<file path="src/rtl/chain_del_pkg.sv">
package chain_del_pkg;

    typedef enum logic [3:0] {
        ST_IDLE,
        ST_HEADCHK,
        ST_WALK,
        ST_CUT_HEAD,
        ST_CUT_MID,
        ST_CUT_TAIL,
        ST_NOHEAD,
        ST_MISS,
        ST_WIPE
    } del_state_e;

    typedef enum logic [2:0] {
        POS_NONE = 3'd0,
        POS_HEAD = 3'd1,
        POS_MID  = 3'd2,
        POS_TAIL = 3'd3,
        POS_MISS = 3'd4
    } del_pos_e;

    typedef enum logic {
        RC_REMOVED = 1'b0,
        RC_ABSENT  = 1'b1
    } del_code_e;

    // Position recorded when a given state is entered; other states keep it.
    function automatic del_pos_e pos_on_entry(del_state_e s, del_pos_e cur);
        case (s)
            ST_NOHEAD:   return POS_NONE;
            ST_CUT_HEAD: return POS_HEAD;
            ST_CUT_MID:  return POS_MID;
            ST_CUT_TAIL: return POS_TAIL;
            ST_MISS:     return POS_MISS;
            default:     return cur;
        endcase
    endfunction

    function automatic logic ends_command(del_state_e s);
        return (s == ST_NOHEAD) || (s == ST_MISS) || (s == ST_WIPE);
    endfunction

endpackage

</file>
<file path="src/rtl/cd_pos_track.sv">
module cd_pos_track
    import chain_del_pkg::*;
(
    input  logic       clk,
    input  logic       rst,
    input  del_state_e state_q,
    input  del_state_e state_d,
    output del_pos_e   pos_o
);
    always_ff @(posedge clk) begin
        if (rst)
            pos_o <= POS_NONE;
        else if (state_d != state_q)
            pos_o <= pos_on_entry(state_d, pos_o);
    end
endmodule

</file>
<file path="src/rtl/cd_pred_regs.sv">
module cd_pred_regs #(
    parameter int KEY_W = 16,
    parameter int VAL_W = 8,
    parameter int PTR_W = 4
) (
    input  logic             clk,
    input  logic             rst,
    input  logic             start,      // first node pointer taken from head entry
    input  logic             step,       // current node did not match, move on
    input  logic             hit,        // current node matched
    input  logic [PTR_W-1:0] head_ptr,
    input  logic [KEY_W-1:0] rd_key,
    input  logic [VAL_W-1:0] rd_val,
    input  logic [PTR_W-1:0] rd_next,
    input  logic             rd_nvld,
    output logic [PTR_W-1:0] cur_addr,
    output logic             prev_ok,
    output logic [PTR_W-1:0] prev_addr,
    output logic [KEY_W-1:0] prev_key,
    output logic [VAL_W-1:0] prev_val,
    output logic [PTR_W-1:0] hit_next,
    output logic             hit_nvld
);
    // Predecessor copy lives in its own registers, loaded only when the walk
    // advances, so a later read can never alias the node to be patched.
    always_ff @(posedge clk) begin
        if (rst) begin
            cur_addr  <= '0;
            prev_ok   <= 1'b0;
            prev_addr <= '0;
            prev_key  <= '0;
            prev_val  <= '0;
            hit_next  <= '0;
            hit_nvld  <= 1'b0;
        end else begin
            if (start) begin
                cur_addr <= head_ptr;
                prev_ok  <= 1'b0;
            end else if (step) begin
                prev_addr <= cur_addr;
                prev_key  <= rd_key;
                prev_val  <= rd_val;
                prev_ok   <= 1'b1;
                cur_addr  <= rd_next;
            end
            if (hit) begin
                hit_next <= rd_next;
                hit_nvld <= rd_nvld;
            end
        end
    end
endmodule

</file>
<file path="src/rtl/chain_delete_engine.sv">
module chain_delete_engine
    import chain_del_pkg::*;
#(
    parameter  int KEY_W   = 16,
    parameter  int VAL_W   = 8,
    parameter  int NODES   = 16,
    parameter  int BUCKETS = 8,
    localparam int PTR_W   = $clog2(NODES),
    localparam int BKT_W   = $clog2(BUCKETS)
) (
    input  logic             clk,
    input  logic             rst,
    input  logic             cmd_valid,
    output logic             cmd_ready,
    input  logic [KEY_W-1:0] cmd_key,
    input  logic [BKT_W-1:0] cmd_bucket,
    output logic             head_rd_en,
    output logic [BKT_W-1:0] head_addr,
    input  logic [PTR_W-1:0] head_rd_ptr,
    input  logic             head_rd_vld,
    output logic             head_wr_en,
    output logic [PTR_W-1:0] head_wr_ptr,
    output logic             head_wr_vld,
    output logic             node_rd_en,
    output logic [PTR_W-1:0] node_rd_addr,
    input  logic [KEY_W-1:0] node_rd_key,
    input  logic [VAL_W-1:0] node_rd_val,
    input  logic [PTR_W-1:0] node_rd_next,
    input  logic             node_rd_nvld,
    output logic             node_wr_en,
    output logic [PTR_W-1:0] node_wr_addr,
    output logic [KEY_W-1:0] node_wr_key,
    output logic [VAL_W-1:0] node_wr_val,
    output logic [PTR_W-1:0] node_wr_next,
    output logic             node_wr_nvld,
    output logic             free_valid,
    output logic [PTR_W-1:0] free_ptr,
    output logic             res_valid,
    output logic             res_code,
    output logic [2:0]       res_pos,
    output logic [KEY_W-1:0] res_key
);
    del_state_e       state_q, state_d;
    del_pos_e         pos;
    logic [KEY_W-1:0] key_q;
    logic [BKT_W-1:0] bucket_q;
    logic             accept, key_hit, start, step, hit;
    logic [PTR_W-1:0] cur_addr, prev_addr, hit_next;
    logic [KEY_W-1:0] prev_key;
    logic [VAL_W-1:0] prev_val;
    logic             prev_ok, hit_nvld;
    logic             wiping;

    assign accept  = (state_q == ST_IDLE) && cmd_valid;
    assign key_hit = (node_rd_key == key_q);
    assign start   = (state_q == ST_HEADCHK) && head_rd_vld;
    assign step    = (state_q == ST_WALK) && !key_hit && node_rd_nvld;
    assign hit     = (state_q == ST_WALK) && key_hit;

    always_ff @(posedge clk) begin
        if (rst) begin
            state_q  <= ST_IDLE;
            key_q    <= '0;
            bucket_q <= '0;
        end else begin
            state_q <= state_d;
            if (accept) begin
                key_q    <= cmd_key;
                bucket_q <= cmd_bucket;
            end
        end
    end

    always_comb begin
        state_d = state_q;
        case (state_q)
            ST_IDLE:    if (cmd_valid) state_d = ST_HEADCHK;
            ST_HEADCHK: state_d = head_rd_vld ? ST_WALK : ST_NOHEAD;
            ST_WALK: begin
                if (key_hit) begin
                    if (!prev_ok)          state_d = ST_CUT_HEAD;
                    else if (node_rd_nvld) state_d = ST_CUT_MID;
                    else                   state_d = ST_CUT_TAIL;
                end else if (!node_rd_nvld) begin
                    state_d = ST_MISS;
                end
            end
            ST_CUT_HEAD, ST_CUT_MID, ST_CUT_TAIL: state_d = ST_WIPE;
            ST_NOHEAD, ST_MISS, ST_WIPE:          state_d = ST_IDLE;
            default:                              state_d = ST_IDLE;
        endcase
    end

    cd_pred_regs #(.KEY_W(KEY_W), .VAL_W(VAL_W), .PTR_W(PTR_W)) u_pred (
        .clk      (clk),
        .rst      (rst),
        .start    (start),
        .step     (step),
        .hit      (hit),
        .head_ptr (head_rd_ptr),
        .rd_key   (node_rd_key),
        .rd_val   (node_rd_val),
        .rd_next  (node_rd_next),
        .rd_nvld  (node_rd_nvld),
        .cur_addr (cur_addr),
        .prev_ok  (prev_ok),
        .prev_addr(prev_addr),
        .prev_key (prev_key),
        .prev_val (prev_val),
        .hit_next (hit_next),
        .hit_nvld (hit_nvld)
    );

    cd_pos_track u_pos (
        .clk    (clk),
        .rst    (rst),
        .state_q(state_q),
        .state_d(state_d),
        .pos_o  (pos)
    );

    assign cmd_ready  = (state_q == ST_IDLE);
    assign head_rd_en = accept;
    assign head_addr  = (state_q == ST_IDLE) ? cmd_bucket : bucket_q;

    assign node_rd_en   = start || step;
    assign node_rd_addr = (state_q == ST_HEADCHK) ? head_rd_ptr : node_rd_next;

    assign head_wr_en  = (state_q == ST_CUT_HEAD);
    assign head_wr_ptr = hit_nvld ? hit_next : '0;
    assign head_wr_vld = hit_nvld;

    assign wiping       = (state_q == ST_WIPE);
    assign node_wr_en   = wiping || (state_q == ST_CUT_MID) || (state_q == ST_CUT_TAIL);
    assign node_wr_addr = wiping ? cur_addr : prev_addr;
    assign node_wr_key  = wiping ? '0 : prev_key;
    assign node_wr_val  = wiping ? '0 : prev_val;
    assign node_wr_next = (wiping || !hit_nvld) ? '0 : hit_next;
    assign node_wr_nvld = !wiping && hit_nvld;

    assign free_valid = wiping;
    assign free_ptr   = cur_addr;

    assign res_valid = ends_command(state_q);
    assign res_code  = wiping ? RC_REMOVED : RC_ABSENT;
    assign res_pos   = pos;
    assign res_key   = key_q;
endmodule

</file>
<file path="config.mk">
export PLATFORM = sky130hd
export DESIGN_NAME = chain_delete_engine
export DESIGN_NICKNAME = d
export VERILOG_FILES = /design/src/rtl/chain_del_pkg.sv /design/src/rtl/cd_pos_track.sv /design/src/rtl/cd_pred_regs.sv /design/src/rtl/chain_delete_engine.sv
export SDC_FILE = /design/constraint.sdc
export NUM_CORES = 1
export LEC_CHECK = 0
export BUFFER_PORTS_ARGS = -buffer_cell sky130_fd_sc_hd__buf_2
export CORE_ASPECT_RATIO = 1.4
export CORE_MARGIN = 3
export CORE_UTILIZATION = 44
export CTS_CLUSTER_SIZE = 28
export DETAILED_ROUTE_END_ITERATION = 10
export PLACE_DENSITY = 0.76
export SLEW_MARGIN = 20
export SYNTH_ARGS = -nofsm -noshare
export SYNTH_HDL_FRONTEND = slang
export SYNTH_HIERARCHICAL = 1
export SYNTH_SLANG_ARGS = --single-unit
</file>
<file path="constraint.sdc">
create_clock -name clk -period 2.4 [get_ports clk]
set_input_delay 0.12 -clock clk [delete_from_list [all_inputs] [get_ports clk]]
set_output_delay 0.12 -clock clk [all_outputs]
set_load 0.05 [all_outputs]
</file>
After elaboration in Yosys (flattened, before gate mapping)
Cells that the tools add are included.
{ "totals": {"input_bits": 56, "wordCells": 67, "output_inout_bits": 76, "reg_bits": 64} }
{ "classes": {"n_reduce_logical": 22, "n_mux": 18, "bitwise_logic": 1, "n_eq_ne": 15} }
{ "op_table": {"columns": ["op", "count"], "rows": [
  ["$mux 4", 9],
  ["$eq 4x3->1 const B", 8],
  ["$eq 16x16->1", 1],
  ["$mux 16", 1],
  ["$pmux 4 s4", 1],
  ["$pmux 3 s5", 1],
  ["$eq 4x2->1 const B", 3],
  ["$mux 3", 3],
  ["$mux 8", 1],
  ["$logic_and 1x1->1", 6],
  ["$logic_or 1x1->1", 6],
  ["$reduce_bool 5->1", 1],
  ["$eq 4x1->1 const B", 1],
  ["$eq 4x4->1 const B", 1],
  ["$logic_not 4->1", 1],
  ["$ne 4x4->1", 1],
  ["$reduce_and 2->1", 2],
  ["$logic_not 1->1", 3],
  ["$reduce_or 3->1", 1],
  ["$mux 1", 2],
  ["$reduce_bool 2->1", 1],
  ["$reduce_or 2->1", 1],
  ["$not 1->1", 1]
]} }

Longest topological paths before layout
Gate-level depths: netlist (run 1).
{ "logic_depth": {"ltp_word": 7, "ltp_mapped": 11, "ltp_nobuf": 9} }

Cells and area by module
Netlist (run 1), hierarchy kept.
{ "by_module_without_submodules": {"columns": ["mod", "seq_area_each_um2", "n_inst", "cells_each", "area_each_um2"], "rows": [
  ["cd_pred_regs", 760.7, 1, 161, 1567.8],
  ["chain_delete_engine", 460.4, 1, 197, 1535.2],
  ["cd_pos_track", 60.1, 1, 26, 211.5]
]} }

Least setup slack after synthesis (run 1)
OpenSTA, ideal clock, no wires.
{ "synth_timing": {"kind": "register to register", "startpoint": "reg state_q[2]", "endpoint": "reg u_pos.pos_o[0]", "setup_slack_ps": -514, "synth_period_minus_slack_ps": 2914, "path_buffers": 2, "stages_incl_launch_ff": 10, "required_time_ps": 2278, "setup_ps": 122, "arrival_time_ps": 2792, "path_cell_list": "dfxtp_1 -> buf_6 -> nor4_4 -> nand2_1 -> clkbuf_1 -> o21ai_0 -> xor2_1 -> nor3_1 -> a21o_1 -> a311o_1"} }
{ "synth_via": {"word_cells_on_any_way": 20, "classes_between": "11 x eq/ne; 5 x mux; 4 x reduce/logical"} }
{ "synth_rtl": {"columns": ["item", "line_no", "rtl"], "rows": [
  ["start, declared", "chain_delete_engine.sv:43", "del_state_e state_q, state_d;"],
  ["start signal, assigned", "chain_delete_engine.sv:66", "state_q <= state_d;"],
  ["$logic_not 4->1 *", null, null],
  ["named net cmd_ready", "chain_delete_engine.sv:14", "output logic cmd_ready,"],
  ["$pmux 4 s4 *", "chain_delete_engine.sv:76", "case (state_q)"],
  ["named net state_d[0]", "chain_delete_engine.sv:43", null],
  ["$eq 4x3->1 / $eq 4x2->1 (equally long branches)", "chain_del_pkg.sv:30", "case (s)"],
  ["$reduce_bool 5->1 (no line)", null, null],
  ["$reduce_and 2->1 (no line)", null, null],
  ["end signal, assigned", "cd_pos_track.sv:14", "pos_o <= pos_on_entry(state_d, pos_o);"],
  ["end, declared", "cd_pos_track.sv:8", "output del_pos_e pos_o"]
]} }
Mark *: on every way through the listed nets, which the timed path passes. The rest lies on a longest branch.
A chain may end at the register's enable or synchronous reset.

Final worst setup path (run 1)
{ "layout_timing": {"startpoint": "reg key_q[7] (netlist: res_key[7])", "endpoint": "reg u_pos.pos_o[0]"} }
{ "layout_via": {"elab_chain_len": 6, "word_cells_on_any_way": 12, "classes_between": "7 x eq/ne; 3 x mux; 2 x reduce/logical"} }
{ "layout_rtl": {"columns": ["item", "line_no", "rtl"], "rows": [
  ["start, declared", "chain_delete_engine.sv:45", "logic [KEY_W-1:0] key_q;"],
  ["start signal, assigned", "chain_delete_engine.sv:68", "key_q <= cmd_key;"],
  ["$eq 16x16->1 *", "chain_delete_engine.sv:55", "assign key_hit = (node_rd_key == key_q);"],
  ["$mux 4 *", "chain_delete_engine.sv:80", "if (key_hit) begin"],
  ["$pmux 4 s4 *", "chain_delete_engine.sv:76", null],
  ["named net state_d[1]", "chain_delete_engine.sv:43", null],
  ["$eq 4x3->1 / $eq 4x2->1 (equally long branches)", "chain_del_pkg.sv:30", null],
  ["$reduce_bool 5->1 (no line)", null, null],
  ["$reduce_and 2->1 (no line)", null, null]
]} }
Marked as above.

==> results of run 1 <==
[power groups by stage]
stage | logic (µW) | registers (µW) | clock network [µW]
floorplan | 634 | 1350 | 0
global route | 1100 | 1200 | 868
global placement | 983 | 1210 | 0
detailed placement | 994 | 1210 | 0
finish | 1040 | 1190 | 785
CTS | 1010 | 1190 | 806
[final cells by class]
type	count	area share [%]
inverters	8	0.7228
clock buffers	10	2.949
clock inverters	6	0.8384
flip-flops and latches	64	30.10
well taps	95	2.746
multi-input cells	287	43.25
repair buffers	154	19.40
[sequential cells by signal, indices dropped and copies added, names as in the netlist]
signal and flops:
bucket_q 3, res_key 16, state_q 4, u_pos/pos_o 3, u_pred/cur_addr 4, u_pred/hit_next 4, u_pred/hit_nvld 1, u_pred/prev_addr 4
u_pred/prev_key 16, u_pred/prev_ok 1, u_pred/prev_val 8
[timing repair]
item                                   in CTS  in global routing
setup buffers                               0                  1
hold buffers                                3                  0
gates resized for setup                     3                 10
gates cloned                                0                  1
pin swaps                                   1                  6
setup endpoints to repair                   3                 32
endpoints found under the hold margin       3                  0
[metal layers]
metal | GRT usage, % | routed length [µm] | vias up
met5 | 0 | 0 | -
li1 | - | - | 1546
met1 | 25.17 | 3790 | 1395
met4 | 9.951 | 289 | 0
met3 | 3.884 | 466 | 24
met2 | 32.89 | 4483 | 112
[stage by stage]
| step | total power (µW) | cells | utilization (%) |
|---|---|---|---|
| CTS | 3003 | 622 | 59.88 |
| floorplan | 1982 | 384 | - |
| global placement | 2192 | 603 | 56.89 |
| finish | 3010 | 624 | 60.81 |
| global route | 3163 | 624 | 60.81 |
| detailed placement | 2207 | 603 | 56.89 |
[critical path, stage by stage (launching register included)]
cell	delay [ns]
dfxtp_2	0.33
xor2_1	0.15
nor4_1	0.31
nand4_1	0.27
o21ai_0	0.35
nand2_1	0.13
xor2_1	0.26
nor3_2	0.07
a21o_1	0.18
a311o_1	0.31
[logic make-up (layout without fill, tap and decap cells)]
family | Yosys count | after routing | synth area share [%]
xor gates and xnor gates | 19 | 19 | 5.021
DFF | 64 | 64 | 38.66
muxes | 24 | 24 | 7.814
AOI/OAI and AO/OA | 65 | 65 | 13.25
buffers and inverters | 34 | 178 | 7.587
and+or+nand+nor | 178 | 179 | 27.67
[Yosys cell counts, types with 3 or more instances]
cell / n / area [µm²]
and2_1: 5 / 31.28
buf_6: 4 / 45.04
a21oi_2: 20 / 175.2
nand2b_1: 5 / 31.28
a21oi_1: 32 / 160.2
nand2_2: 10 / 62.56
mux2_2: 15 / 168.9
inv_1: 7 / 26.28
buf_4: 3 / 22.52
nand2_1: 89 / 334.1
nor4b_1: 3 / 26.28
nor2_1: 14 / 52.55
nor4_1: 7 / 43.79
dfxtp_1: 64 / 1281
buf_12: 4 / 80.08
mux2i_1: 9 / 90.09
clkbuf_1: 9 / 33.78
nor2b_1: 30 / 187.7
nor3_1: 4 / 20.02
xor2_1: 19 / 166.4
buf_2: 5 / 25.02
[path summary, 6_finish.rpt]
kind	cells past startpoint	to	slack, ns	from
max	9	u_pos/pos_o[0]$_SDFFE_PP0P_	-0.08	res_key[7]$_SDFFE_PP0P_
min	3	u_pred/prev_val[7]$_SDFFE_PP0P_	0.01	node_rd_val[7]
max reg2reg	9	u_pos/pos_o[0]$_SDFFE_PP0P_	-0.08	res_key[7]$_SDFFE_PP0P_
min reg2reg	2	u_pred/prev_key[15]$_SDFFE_PP0P_	0.45	u_pred/prev_key[15]$_SDFFE_PP0P_
[cell usage in the layout (no fill, tap or decap), types with 2 or more instances in the layout]
cell type        n
a21oi_2         20
nor4_1           4
nor4b_2          2
and2_1           5
nor2b_4          2
xor2_1          17
nor2b_1         30
inv_1            7
nand2_1         88
buf_2          131
a21oi_1         32
dlygate4sd3_1    3
nor3_2           2
clkinv_2         5
mux2i_1          9
nor3_1           3
nor4_4           2
nor4_2           3
buf_4           19
clkbuf_8         9
mux2_2          15
nand2b_1         5
nor2_1          14
nand2_2         11
dfxtp_2         14
dfxtp_1         49
==> results.md, run 1 <==
- Initial antenna violation count: 0
- Residual DRC: 0
- GRT Total Usage: 20.10%
- Syn nets: 440
- Buffers on Ports: 131
- Status: finished with violations
- Avg Cell Area, Syn: 8.631 µm²
- Via count of the first global-routing pass: 2840
- CTS buffer count: 9
- Clk network pwr share: 26.1%
- Fillers: 647
- Yosys warnings: 6
- CTS tree: yes
- Wire per inst: 14.47 µm
- Post-synthesis sequential area ratio: 38.66%
- Antenna Cells: 0
- Max FO, Critical Path: 5
- Design area: 0.004328 mm²
- Fin. max-slew vios: 0
- Maxcap violations: 0
- Max clock buf depth: 2
- Max Freq: 0.4036 GHz
- Relative slew margins: 59.70%
- Hold Vio Cnt, Final: 0
- Flops & latches, synth: 64
- Mapped cell area: 0.003314 mm²
- Leakage: 0.001970 µW
- Overflow after GRT: 0
- First-pass GRT wire length: 13660 µm
- Total negative slack: -0.09359 ns
- Setup violators final: 3
- Unique masters post-synth: 45
- Worst min path class: input pin to register
- Dpl ws: -0.06261 ns
- Logic pwr share: 34.4%
- DP HPWL: 6521 µm
- Number of clock sinks: 64
- Sequential Power Share: 39.5%
- Setup CP Type: register to register
- Final Critical Period: 2.478 ns
- Slew @ Worst Pin: 0.6044 ns
- Switching share of total power: 39.12%
- PwrDens: 695.4 mW/mm²
- CP Capture Type: register
- Startpoint type of the worst setup path: register
- VDD IR max: 0.0004613 V
- RSZ-0062 raised after global routing: true
- Period utilization: 103.2%
- Post-Route Skew: 0.01025 ns
- Total number of vias: 3077
- Synth Flop Type: dfxtp_1
- Worst path arrival time: 2.70 ns
- Die area: 0.008625 mm²
- Switching Power: 1178 µW
- Worst setup margin: -0.07756 ns
- Clock-pin slew on the worst setup and hold paths: 0.07 ns
- Dpl cell area: 0.004049 mm²
- I/O pin cnt: 132
- Post-synthesis cell count: 384
- Vias per Instance: 4.931
- Worst EP required: 2.62 ns
- Clk Latency, worst-skew pair: 0.34 ns
- Area Growth Syn to Fin: 30.58%
- Async S/R FF share, synth: 0%
- Initial core utilization: 46.57%
- Routability cong.: 0.8933
- Core area: 0.007117 mm²
- DR iter-0 viols: 143
- Fraction of layout instances using a drive strength above 1: 46.50%
- Die X: 79.35 µm
- Area occupied by registers: 0.001303 mm²
- Largest net degree at the start of global routing: 46
- Pre-antenna DRT Iters: 4
- Nets: 580
- Final ANT Viol Nets: 0
- Failing checks: setup timing
- Root buf cell: clkbuf_8
- Multi-input gate area: 0.001872 mm²
- Max H-tree Level: 3
- Die height: 108.7 µm
- Int Pwr: 1832 µW
- Post-synth EDFFs: 0
- Cell Rows: 36
- WHS: 0.009721 ns
- Total wire length: 9029 µm
(Power assumes the default switching activity.)
==> run 2, diff against run 1 <==
Settings changed: ABC_AREA set to 1.
==> run 2 against run 1 <==
- the run now ends clean
- global-route usage rose by 0.44 points
- total power increased by 6.7%
- worst setup slack better by 0.34 ns
- sequential share of layout area up 0.41 points
- largest cell class unchanged
- largest power group unchanged
- highest routed layer unchanged
==> results.md, run 2 <==
- Max FO, Critical Path: 30 (was 5)
- Post-Route Utilization: 57.06% (was 60.81%)
- Clk Latency, worst-skew pair: 0.34 ns (about the same)
- Final Total Pwr: 3211 µW (was 3010 µW)
- Initial core utilization: 45.55% (was 46.57%)
- RSZ-0062 raised after global routing: false (was true)
- Via count of the first global-routing pass: 3237 (was 2840)
- Avg Cell Area, Syn: 6.339 µm² (was 8.631 µm²)
- Maxcap violations: 0 (unchanged)
- Slowest CP cell: dfxtp_1 (was o21ai_0)
- Overflow after GRT: 0 (unchanged)
- Most common cell after layout, fill and taps aside: buf_2 (unchanged)
- Reg2Reg Depth: 8 (was 9)
- Cell with the most instances after synthesis: nand2_1 (unchanged)
- Async S/R FF share, synth: 0% (unchanged)
- Hold Vio Cnt, Final: 0 (unchanged)
- CTS tree: yes (unchanged)
- Cell Chain, Critical Path: nor2_1, inv_2, nor3_4, buf_4, nand2_1, nand2_1, buf_2 (was xor2_1, nor4_1, nand4_1, o21ai_0, nand2_1, xor2_1, nor3_2, a21o_1, a311o_1)
- Core area: 0.007361 mm² (was 0.007117 mm²)
- Post-synthesis cell count: 529 (was 384)
- Max H-tree Level: 3 (unchanged)
- Fillers: 763 (was 647)
- First-pass GRT wire length: 14030 µm (was 13660 µm)
- Worst Hold Launch: node_rd_val[5] (was node_rd_val[7])
- Routability cong.: 0.8778 (was 0.8933)
- Total wire length: 8836 µm (was 9029 µm)
- Critical path's top delay family: buffers and inverters (was compound AO/OA/AOI/OAI gates)
- Relative slew margins: 64.65% (was 59.70%)
- Pre-antenna DRT Iters: 4 (unchanged)
- Final Critical Period: 2.136 ns (was 2.478 ns)
- Area Growth Syn to Fin: 25.26% (was 30.58%)
- Yosys top cell by area: dfxtp_1 (unchanged)
- Post-Route Skew: 0.005131 ns (was 0.01025 ns)
- Fin. max-slew vios: 0 (unchanged)
- Buffers on Ports: 131 (unchanged)
- GRT Total Usage: 20.54% (was 20.10%)
- PwrDens: 764.4 mW/mm² (was 695.4 mW/mm²)
- CP bufs+invs: 3 (was 0)
- Commonest non-fill, non-tap cells in the layout: buf_2, nand2_1, nor2_1, inv_1, dfxtp_1 (was buf_2, nand2_1, dfxtp_1, a21oi_1, nor2b_1)
- Clock-pin slew on the worst setup and hold paths: 0.07 ns (about the same)
- Setup CP Type: register to output pin (was register to register)
- Hold path depth: 3 (unchanged)
- Period utilization: 89.01% (was 103.2%)
- Vias per Instance: 4.671 (was 4.931)
- Post-synth top cells: nand2_1, nor2_1, inv_1, dfxtp_1, o21ai_1 (was nand2_1, dfxtp_1, a21oi_1, nor2b_1, a21oi_2)
- Post CTS Setup Buffer Count: 0 (unchanged)
- Reg2reg setup slack: 0.33 ns (was -0.08 ns)
- Die area: 0.008719 mm² (was 0.008625 mm²)
- Worst path arrival time: 2.02 ns (was 2.70 ns)
- DR iter-0 viols: 151 (was 143)
- Hold_buf cts: 0 (was 3)
- Cell Rows: 37 (was 36)
- Status: complete, no violations (was finished with violations)
- I/O pin cnt: 132 (unchanged)
- Startpoint type of the worst setup path: register (unchanged)
- Root buf cell: clkbuf_8 (unchanged)
- Reg2reg start: state_q[1]$_SDFF_PP0_ (was res_key[7]$_SDFFE_PP0P_)
- Setup violators final: 0 (was 3)
- Design area: 0.004200 mm² (was 0.004328 mm²)
- Post-synth EDFFs: 0 (unchanged)
- Syn nets: 585 (was 440)
- Max clock buf depth: 2 (unchanged)
- Nets: 717 (was 580)
- Slew @ Worst Pin: 0.5297 ns (was 0.6044 ns)
- Largest net degree at the start of global routing: 31 (was 46)
- Mapped cell area: 0.003353 mm² (was 0.003314 mm²)
- Unique masters post-synth: 28 (was 45)
- Area contributors post-synth: dfxtp_1, nand2_1, nor2_1 (was dfxtp_1, nand2_1, nor2b_1)
- Total negative slack: 0 ns (was -0.09359 ns)
- Wire per inst: 11.58 µm (was 14.47 µm)
- Antenna Cells: 0 (unchanged)
- Multi-input gate area: 0.001564 mm² (was 0.001872 mm²)
- Number of clock sinks: 64 (unchanged)
- Final ANT Viol Nets: 0 (unchanged)
- Worst EP required: 2.28 ns (was 2.62 ns)
- DP HPWL: 6788 µm (was 6521 µm)
- Worst min path class: input pin to register (unchanged)
- Area occupied by registers: 0.001281 mm² (was 0.001303 mm²)
- Leakage: 0.002271 µW (was 0.001970 µW)
- Die X: 79.78 µm (was 79.35 µm)
- Share of the synthesized area in the top cell type: 38.21% (was 38.66%)
- Synth Flop Type: dfxtp_1 (unchanged)
- CP Capture Type: output pin (was register)
- Die height: 109.3 µm (was 108.7 µm)
- Fraction of layout instances using a drive strength above 1: 29.13% (was 46.50%)
- CP most frequent cell: nand2_1 (was xor2_1)
- CTS buffer count: 9 (unchanged)
- Dpl cell area: 0.004035 mm² (was 0.004049 mm²)
- Flops & latches, synth: 64 (unchanged)
- Gates resized, CTS repair: 0 (was 3)
- Yosys warnings: 6 (unchanged)
- Post-synthesis sequential area ratio: 38.21% (was 38.66%)
- CP max stage delay: 0.38 ns (was 0.35 ns)
- Initial antenna violation count: 0 (unchanged)
- FF-to-FF End: u_pred/prev_key[4]$_SDFFE_PP0P_ (was u_pos/pos_o[0]$_SDFFE_PP0P_)
- VDD IR max: 0.0004790 V (was 0.0004613 V)
- Total number of vias: 3564 (was 3077)
- Residual DRC: 0 (unchanged)
- Hold endpoint: u_pred/prev_val[5]$_SDFFE_PP0P_ (was u_pred/prev_val[7]$_SDFFE_PP0P_)
- Max Freq: 0.4681 GHz (was 0.4036 GHz)
run 2: cell types whose count changed in the layout (fill, tap and decap cells not counted), sizes merged, moves of 16 or more:
| cell | delta |
|---|---|
| nand3 | +16 |
| a21oi | -26 |
| nor2b | -32 |
| o21ai | +53 |
| nand2 | +29 |
| inv | +88 |
| xor2 | -18 |
| nor2 | +105 |
run 2: stage by stage:
step / worst slack, ns / hold WS (ns) / std cells
after floorplan: 0.2665 / 0.1824 / 529
after global placement: 0.4582 / 0.3660 / 747
after detailed placement: 0.3710 / 0.3679 / 747
after CTS: 0.2619 / 0.003208 / 763
after global routing: 0.09137 / 0.01243 / 763
final: 0.2639 / 0.02126 / 763
run 2: power by group:
part | leakage [µW] | switching (µW) | internal (µW)
clock | 0.0000899 | 404 | 397
sequential | 0.000522 | 72.0 | 1160
combinational | 0.00166 | 871 | 305
total | 0.00227 | 1350 | 1860
run 2: cell families after synthesis:
family                    share of synthesized area (%)
AOI/OAI and AO/OA                                 12.72
and+or+nand+nor                                   33.51
xor gates and xnor gates                         0.2612
buffers and inverters                             15.30
DFF                                               38.21
run 2: final cells by class:
type | count | area share (%)
Inverter | 96 | 8.758
Clock buffer | 12 | 3.455
Multi-Input combinational cell | 353 | 37.24
Tap cell | 97 | 2.889
Timing Repair Buffer | 137 | 16.68
Clock inverter | 4 | 0.4766
Sequential cell | 64 | 30.50
run 2: worst max path at each step:
stage / from / slack [ns] / endpoint / cells past startpoint
floorplan: state_q[1]$_SDFF_PP0_ / 0.27 / u_pos/pos_o[0]$_SDFFE_PP0P_ / 13
global placement: res_key[6]$_SDFFE_PP0P_ / 0.46 / u_pos/pos_o[0]$_SDFFE_PP0P_ / 17
detailed placement: res_key[3]$_SDFFE_PP0P_ / 0.37 / u_pos/pos_o[0]$_SDFFE_PP0P_ / 19
CTS: state_q[1]$_SDFF_PP0_ / 0.26 / node_wr_addr[0] / 7
global route: state_q[1]$_SDFF_PP0_ / 0.09 / u_pred/prev_val[1]$_SDFFE_PP0P_ / 8
finish: state_q[1]$_SDFF_PP0_ / 0.26 / node_wr_addr[2] / 7
run 2: worst register-to-register path, delay by kind of cell, from the launching register on:
kind | cells | cell delay, ns
buf+inv | 3 | 0.67
flops | 1 | 0.47
simple gates | 5 | 0.88
run 2: per-layer routing:
metal  global-route usage [%]  up-vias  wire (µm)
met5                        0        -          0
met4                    12.44        0        308
met3                    4.180       26        446
met2                    36.98      101       4525
met1                    21.78     1574       3555
li1                         -     1863          -
==> run 3, diff against run 2 <==
Settings changed: RECOVER_POWER set to 50.
==> run 3 against run 2 <==
- sequential share of layout area up 0.48 points
- register-to-register slack worse by 0.06 ns
- hold slack worse by 0.00069 ns
- clock skew about the same
- worst setup slack better by 0.011 ns
- count of clock-buffer cells in the layout unchanged
- core utilization down 0.88 points
- global-route usage unchanged
- die area unchanged
- first-iteration DRC count up 2.6%
- clock power about the same
- critical path type is now register to register
- critical endpoint is now u_pred/prev_key[6]$_SDFFE_PP0P_
- highest routed layer unchanged
==> results.md, run 3 (synthesized netlist as in run 2, its figures left out) <==
- Status: complete, no violations (unchanged)
- Fillers: 794 (was 763)
- Relative slew margins: 56.50% (was 64.65%)
- Setup violators final: 0 (unchanged)
- Root buf cell: clkbuf_8 (unchanged)
- Die area: 0.008719 mm² (unchanged)
- Worst path arrival time: 2.40 ns (was 2.02 ns)
- Total negative slack: 0 ns (unchanged)
- Post CTS Setup Buffer Count: 0 (unchanged)
- Hold path depth: 3 (unchanged)
- Die height: 109.3 µm (unchanged)
- Critical Path Stages: 9 (was 7)
- Fin. max-slew vios: 0 (unchanged)
- Vias per Instance: 4.687 (was 4.671)
- RSZ-0062 raised after global routing: false (unchanged)
- CTS tree: yes (unchanged)
- Worst setup margin: 0.2747 ns (was 0.2639 ns)
- Cell Chain, Critical Path: nor2_1, inv_4, nor3_2, inv_1, nor2_1, nand2_2, inv_2, nor2_1, nor2_1 (was nor2_1, inv_2, nor3_4, buf_4, nand2_1, nand2_1, buf_2)
- CP bufs+invs: 3 (unchanged)
- Total number of vias: 3576 (was 3564)
- Max H-tree Level: 3 (unchanged)
- Leakage: 0.002109 µW (was 0.002271 µW)
- Reg2Reg Depth: 9 (was 8)
- Overflow after GRT: 0 (unchanged)
- Clock-pin slew on the worst setup and hold paths: 0.07 ns (about the same)
- DP HPWL: 6788 µm (unchanged)
- Via count of the first global-routing pass: 3237 (unchanged)
- Area Growth Syn to Fin: 23.32% (was 25.26%)
- Area occupied by registers: 0.001281 mm² (unchanged)
- Startpoint type of the worst setup path: register (unchanged)
- Most common cell after layout, fill and taps aside: nand2_1 (was buf_2)
- First-pass GRT wire length: 14030 µm (unchanged)
- Nets: 717 (unchanged)
- Slew @ Worst Pin: 0.6525 ns (was 0.5297 ns)
- Dpl ws: 0.3710 ns (unchanged)
- Pre-antenna DRT Iters: 4 (unchanged)
- Hold_buf cts: 0 (unchanged)
- Worst min path class: input pin to register (unchanged)
- Final ANT Viol Nets: 0 (unchanged)
- Die X: 79.78 µm (unchanged)
- CP max stage delay: 0.41 ns (was 0.38 ns)
- Post-Route Utilization: 56.18% (was 57.06%)
- Wire per inst: 11.67 µm (was 11.58 µm)
- Final Critical Period: 2.125 ns (was 2.136 ns)
- GRT Total Usage: 20.54% (unchanged)
- Buffers on Ports: 131 (unchanged)
- Initial core utilization: 45.55% (unchanged)
- Critical path's top delay family: simple AND/OR/NAND/NOR gates (was buffers and inverters)
- Clk Latency, worst-skew pair: 0.34 ns (about the same)
- Multi-input gate area: 0.001554 mm² (was 0.001564 mm²)
- Worst EP required: 2.68 ns (was 2.28 ns)
- DR iter-0 viols: 155 (was 151)
- Gates resized, CTS repair: 0 (unchanged)
- Cell Rows: 37 (unchanged)
- Period utilization: 88.55% (was 89.01%)
- Commonest non-fill, non-tap cells in the layout: nand2_1, nor2_1, buf_2, inv_1, dfxtp_1 (was buf_2, nand2_1, nor2_1, inv_1, dfxtp_1)
- Antenna Cells: 0 (unchanged)
- Residual DRC: 0 (unchanged)
- Core area: 0.007361 mm² (unchanged)
- CP most frequent cell: nor2_1 (was nand2_1)
- Total wire length: 8905 µm (was 8836 µm)
- Hold Vio Cnt, Final: 0 (unchanged)
- PwrDens: 768.9 mW/mm² (was 764.4 mW/mm²)
- Maxcap violations: 0 (unchanged)
- Post-Route Skew: 0.004972 ns (was 0.005131 ns)
- Slowest CP cell: inv_2 (was dfxtp_1)
- I/O pin cnt: 132 (unchanged)
- Fraction of layout instances using a drive strength above 1: 22.22% (was 29.13%)
- Largest net degree at the start of global routing: 31 (unchanged)
- Routability cong.: 0.8778 (unchanged)
- Number of clock sinks: 64 (unchanged)
- Max clock buf depth: 2 (unchanged)
- CTS buffer count: 9 (unchanged)
- CP Capture Type: register (was output pin)
- Max FO, Critical Path: 28 (was 30)
- Setup CP Type: register to register (was register to output pin)
- VDD IR max: 0.0004709 V (was 0.0004790 V)
- Max Freq: 0.4705 GHz (was 0.4681 GHz)
- Initial antenna violation count: 0 (unchanged)
==> run 3: path summary, 6_finish.rpt <==
kind	start	slack, ns	endpoint
worst max register to register	state_q[2]$_SDFF_PP0_	0.27	u_pred/prev_key[6]$_SDFFE_PP0P_
worst max-delay path	state_q[2]$_SDFF_PP0_	0.27	u_pred/prev_key[6]$_SDFFE_PP0P_
worst min-delay path	node_rd_val[5]	0.02	u_pred/prev_val[5]$_SDFFE_PP0P_
worst min register to register	bucket_q[2]$_SDFFE_PP0P_	0.46	bucket_q[2]$_SDFFE_PP0P_
==> run 3: final cells by class <==
type | instances | area share [%]
Sequential cell | 64 | 30.98
Clock inverter | 4 | 0.4841
Multi-Input combinational cell | 353 | 37.58
Inverter | 96 | 8.896
Clock buffer | 12 | 3.510
Tap cell | 97 | 2.935
Timing Repair Buffer | 137 | 15.61
==> run 3: routing by layer <==
metal	global-route usage, %	wire length [µm]	up-vias
li1	-	-	1863
met4	12.44	318	0
met1	21.78	3560	1575
met5	0	0	-
met3	4.180	472	28
met2	36.98	4554	110
==> run 3: power breakdown <==
part           leakage, µW  total [µW]  switching (µW)  internal (µW)
clock            0.0000899         800             404            396
sequential        0.000522        1230            72.7           1160
combinational      0.00150        1140             868            277
==> run 3: worst min-delay path, cell delays in order <==
cell and delay, ns:
buf_2 0.07, o21ai_1 0.06, nor2_1 0.07
==> run 3: per-stage QoR <==
stage / power, µW / cell area [µm²] / instances / hold slack (ns)
after floorplan: 2182 / 3358 / 529 / 0.1824
after global placement: 2412 / 4035 / 747 / 0.3660
after detailed placement: 2439 / 4035 / 747 / 0.3679
after CTS: 3250 / 4200 / 763 / 0.003208
after global routing: 3377 / 4135 / 763 / 0.01243
final: 3180 / 4135 / 763 / 0.02057
